[src/rtl/admin_cmdq_engine.sv]
module admin_cmdq_engine #(
  parameter int ADDR_W     = 32,
  parameter int PAGE_SHIFT = 12,
  parameter int SLOT_SHIFT = 6,
  parameter int STATUS_OFS = 4,
  parameter logic [31:0] ST_OK  = 32'h0000_0001,
  parameter logic [31:0] ST_BAD = 32'hFFFF_FFF7
) (
  input  logic              clk,
  input  logic              rst_n,
  input  logic              reg_wr,
  input  logic [1:0]        reg_addr,
  input  logic [31:0]       reg_wdata,
  output logic [31:0]       reg_rdata,
  output logic              mem_req,
  output logic              mem_we,
  output logic [ADDR_W-1:0] mem_addr,
  output logic [31:0]       mem_wdata,
  input  logic              mem_ack,
  input  logic [31:0]       mem_rdata
);
  localparam int SLOT_BITS = PAGE_SHIFT - SLOT_SHIFT;
  localparam int PFN_W     = ADDR_W - PAGE_SHIFT;

  function automatic logic [31:0] bswap(input logic [31:0] x);
    return {x[7:0], x[15:8], x[23:16], x[31:24]};
  endfunction

  typedef enum logic [1:0] {S_IDLE, S_READ, S_WRITE} state_t;

  state_t            state;
  logic [PFN_W-1:0]  pfn_q;
  logic [31:0]       bell_q, done_q, status_q;
  logic [31:0]       wval, lag, op, rsel;
  logic              pfn_we, bell_we, kill, pending, known;
  logic [ADDR_W-1:0] slot_base;

  assign wval    = bswap(reg_wdata);
  assign pfn_we  = reg_wr && reg_addr == 2'd0;
  assign bell_we = reg_wr && reg_addr == 2'd1;
  assign kill    = pfn_we && wval == 32'd0;
  assign lag     = bell_q - done_q;
  assign pending = pfn_q != '0 && lag != 32'd0 && !lag[31];
  assign op      = bswap(mem_rdata);
  assign known   = op == 32'd1 || op == 32'd2 || op == 32'd3;

  assign slot_base = (ADDR_W'(pfn_q) << PAGE_SHIFT)
                   | (ADDR_W'(done_q[SLOT_BITS-1:0]) << SLOT_SHIFT);
  assign mem_req   = state != S_IDLE;
  assign mem_we    = state == S_WRITE;
  assign mem_addr  = slot_base + (mem_we ? ADDR_W'(STATUS_OFS) : '0);
  assign mem_wdata = bswap(status_q);

  always_comb begin
    case (reg_addr)
      2'd0:    rsel = 32'(pfn_q);
      2'd1:    rsel = bell_q;
      2'd2:    rsel = done_q;
      default: rsel = 32'd0;
    endcase
  end
  assign reg_rdata = bswap(rsel);

  always_ff @(posedge clk) begin
    if (!rst_n) begin
      state    <= S_IDLE;
      pfn_q    <= '0;
      bell_q   <= '0;
      done_q   <= '0;
      status_q <= '0;
    end else if (kill) begin
      state  <= S_IDLE;
      pfn_q  <= '0;
      bell_q <= '0;
      done_q <= '0;
    end else begin
      if (pfn_we) pfn_q <= wval[PFN_W-1:0];
      if (bell_we && pfn_q != '0) bell_q <= wval;
      case (state)
        S_IDLE:  if (pending) state <= S_READ;
        S_READ:  if (mem_ack) begin
                   status_q <= known ? ST_OK : ST_BAD;
                   state    <= S_WRITE;
                 end
        S_WRITE: if (mem_ack) begin
                   done_q <= done_q + 32'd1;
                   state  <= S_IDLE;
                 end
        default: state <= S_IDLE;
      endcase
    end
  end

  a_r1_r10_quiet_without_page: assert property (@(posedge clk) disable iff (!rst_n)
    pfn_q == '0 |-> !mem_req);

  a_r5_hold_request: assert property (@(posedge clk) disable iff (!rst_n)
    (mem_req && !mem_ack && !pfn_we) |=> (mem_req && $stable(mem_addr) && $stable(mem_we)));

  a_r5_count_after_status: assert property (@(posedge clk) disable iff (!rst_n)
    (done_q != $past(done_q) && !$past(kill)) |-> $past(mem_req && mem_we && mem_ack));

  a_r5_count_by_one: assert property (@(posedge clk) disable iff (!rst_n)
    (done_q != $past(done_q) && !$past(kill)) |-> done_q == $past(done_q) + 32'd1);

  a_r6_r7_status_code: assert property (@(posedge clk) disable iff (!rst_n)
    (mem_req && mem_we) |-> (mem_wdata == bswap(ST_OK) || mem_wdata == bswap(ST_BAD)));

  a_r8_no_work_when_level: assert property (@(posedge clk) disable iff (!rst_n)
    (!mem_req && bell_q == done_q && !reg_wr) |=> !mem_req);
endmodule

[config.mk]
export PLATFORM = sky130hd
export DESIGN_NAME = admin_cmdq_engine
export DESIGN_NICKNAME = d
export VERILOG_FILES = /design/src/rtl/admin_cmdq_engine.sv
export SDC_FILE = /design/constraint.sdc
export NUM_CORES = 1
export LEC_CHECK = 0
export ABC_AREA = 1
export BUFFER_PORTS_ARGS = -buffer_cell sky130_fd_sc_hd__buf_2
export CORE_MARGIN = 4
export CORE_UTILIZATION = 30
export CTS_CLUSTER_SIZE = 16
export DETAILED_ROUTE_END_ITERATION = 10
export PLACE_DENSITY_LB_ADDON = 0.3
export SLEW_MARGIN = 20
export SYNTH_ARGS = -nofsm -noshare
export SYNTH_HDL_FRONTEND = slang
export SYNTH_SLANG_ARGS = --single-unit
[constraint.sdc]
create_clock -name clk -period 3.9 [get_ports clk]
set_input_delay 1.17 -clock clk [delete_from_list [all_inputs] [get_ports clk]]
set_output_delay 1.17 -clock clk [all_outputs]
set_load 0.1 [all_outputs]
==> results.md <==
* Status: finished clean
* Net Sw Frac at 47.9%
* Post-synth EDFFs at 0
* Max-cap violations at 0
* Port bufs at 161
* Die H at 163 µm
* Leak at 4.36 nW
* DR WL/cell at 15.1 µm
* Clock sinks at 88
* Top_reg_cell synth: dfxtp_1
* CTS tree: yes
* Core box area at 0.0235 mm²
* Final worst path period share at 95.2%
* Hold Vio Cnt, Final at 0
* Switching power at 1.65 mW
* Final min period at 3.71 ns
* Worst slew margin at 53.1%
* Clock share of power at 24.5%
* Top-area cell type share of the netlist area at 24.4%
* DIE WIDTH at 163 µm
* Worst path buffer plus inverter count at 2
* Unrepaired setup endpoints after global routing: false
* Critical Path RT at 2.73 ns
* Die area at 0.0266 mm²
* Worst-Margin Slew at 0.702 ns
* H-tree depth at 3
* Number of antenna diodes at 0
* Ranking of synthesized cells by area: dfxtp_1 24%, nand2_1 17%, inv_1 9.8%
* Routed via count at 7,888
* Crit Path Class: primary input to primary output
* Hold Buf Count CTS at 0
* FFs w/ async S/R, synth at 0%
* Via-to-Cell Ratio at 4.82
* Initial core utilization at 30.6%
* Register area share after synthesis at 24.4%
* Most frequent cells in the layout: 333 x nand2_1, 189 x inv_1, 134 x buf_2
* Cell accounting for the most synthesized area: dfxtp_1
* Clk_lat worst skew at 0.36 ns
* Core Util, Final at 37.9%
* First-pass GRT wire length at 38.5 mm
* Post_cts resized at 0
* Yosys reg bits at 88
* FP Rows at 56
* Clk Tree Root Cell: clkbuf_16
* Dpl hpwl at 20.6 mm
* Gate power share at 47.1%
* DP Cell Count at 1,622
* PD cells at 387 mW/mm²
* DRT Pass-1 Iters at 6
* Post-synthesis cell area at 0.00721 mm²
* Final setup vio count at 0
* Share of cells above drive strength 1 at 17.8%
* Startpoint types: primary input
* FMAX at 0.269 GHz
* Min-Delay Path Class: flop to flop
* Total GRT Usage at 18.2%
* Area grow syn2layout at 23.9%
* Clk buf depth at 2
* Antenna-violating nets left at 0
* Internal power at 1.80 mW
* Clk_skew at 0.00964 ns
* Worst-path fanout max at 32
* Nets at 1,417
* Cell variety after synth at 45
* Final instance area at 0.00893 mm²
* Initial antenna violation count at 0
* Fin cells at 1,638
* Final hold slack at 0.470 ns
* Placed cell area at 0.00865 mm²
* Critical Path Sink Type: primary output
* CTS buffer count at 9
* Sequential power share at 28.5%
* Reg clk slew, reported paths at 0.07 ns
* DRT iter0 DRCs at 598
* Commonest non-fill, non-tap cell in the layout: nand2_1
* Synth Instances at 1,200
* Arr. time, crit path at 2.54 ns
* Pin count of the biggest net entering global routing at 46
* Syn_area_per_cell at 6.01 µm²
* Critical-path cell list: buf_2, or2_4, o221ai_1, buf_12
* Worst vdd ir at 0.349 mV
* Cell family with most CP delay: simple AND/OR/NAND/NOR gates
* DRC violations left at 0
* # Post-CTS Setup Buffers at 0
* I/O pin cnt at 168
* Yosys warns at 0
* Vias in the first global route at 7,297
* Global route total overflow at 0
* Routability cong. at 0.921
* Slew Limit Fails at 0
* CP peak stage delay at 0.58 ns
* Slowest cell on crit path: or2_4
* WL final at 24.7 mm
==> cell families after synthesis <==
logic type | share of synthesized area [%]
and+or+nand+nor | 38.6
other | 0.0520
DFF | 24.4
buffers and inverters | 16.6
adders and majority gates | 5.83
AOI/OAI and AO/OA | 13.3
xor gates and xnor gates | 1.22
==> tightest hold or removal path, delay by kind of cell (launching register included) <==
kind             cells  cell delay (ns)
DFF                  1             0.33
and+or+nand+nor      2             0.11
==> metal layers <==
| metal | track usage, % | vias up | share of wire (%) |
|---|---|---|---|
| met5 | 0 | - | 0 |
| met4 | 6.29 | 0 | 2.1 |
| met2 | 30.0 | 220 | 47 |
| met1 | 25.3 | 3585 | 46 |
| met3 | 1.21 | 32 | 4.3 |
| li1 | - | 4051 | - |
==> cell usage after synthesis (2+ instances only) <==
master and number:
a211oi_1 4, a21oi_1 83, a31oi_1 2, and3_1 2, buf_2 8, buf_4 42, clkbuf_1 23, dfxtp_1 88
ha_1 32, inv_1 189, inv_2 9, nand2_1 333, nand2_2 2, nand3_1 74, nand3_2 3, nand3_4 2
nand3b_1 5, nand4_1 29, nor2_1 113, nor2_2 4, nor2_4 4, nor3_1 23, nor3_2 2, nor3b_1 2
nor4_1 16, nor4_4 2, o211ai_1 10, o21a_1 3, o21ai_0 51, o21ai_1 4, o21bai_1 4, o221ai_1 10
or4_1 2, xnor2_1 3, xor2_1 7
==> metrics by stage <==
stage | setup WS, ns | power [mW] | TNS [ns]
floorplan | -0.527 | 2.34 | -8.96
CTS | 0.185 | 3.46 | 0
detailed placement | 0.179 | 2.62 | 0
global placement | 0.216 | 2.61 | 0
global route | 0.143 | 3.64 | 0
finish | 0.188 | 3.45 | 0
==> cell type report <==
cell class | count | area, µm²
Clock inverter | 5 | 38.8
Timing Repair Buffer | 171 | 1290
Tap cell | 319 | 399
Sequential cell | 88 | 1760
Inverter | 200 | 752
Fill cell | 2607 | 14600
Clock buffer | 11 | 243
Multi-Input combinational cell | 844 | 4450
==> state kept, by name, indices dropped and copies added, names as in the netlist <==
name / cells
bell_q: 32
state: 2
status_q: 2
done_q: 32
pfn_q: 20
==> power groups by stage <==
| stage | sequential, mW | combinational, mW | clock, mW |
|---|---|---|---|
| after global routing | 0.988 | 1.77 | 0.884 |
| after floorplan | 1.06 | 1.28 | 0 |
| after CTS | 0.982 | 1.62 | 0.854 |
| after detailed placement | 1.00 | 1.62 | 0 |
| final | 0.983 | 1.62 | 0.846 |
| after global placement | 1.00 | 1.61 | 0 |
==> final timing paths <==
kind	start	end	slack, ns	cells after the start
setup / recovery	reg_addr[0]	reg_rdata[24]	0.19	4
hold / removal	status_q[0]$_SDFFE_PN0P_	status_q[0]$_SDFFE_PN0P_	0.47	2
setup reg to reg	done_q[0]$_SDFFE_PP0P_	state[0]$_SDFFE_PP0P_	1.15	15
hold reg to reg	status_q[0]$_SDFFE_PN0P_	status_q[0]$_SDFFE_PN0P_	0.47	2
No activity file was read; power rests on OpenSTA's default activity.
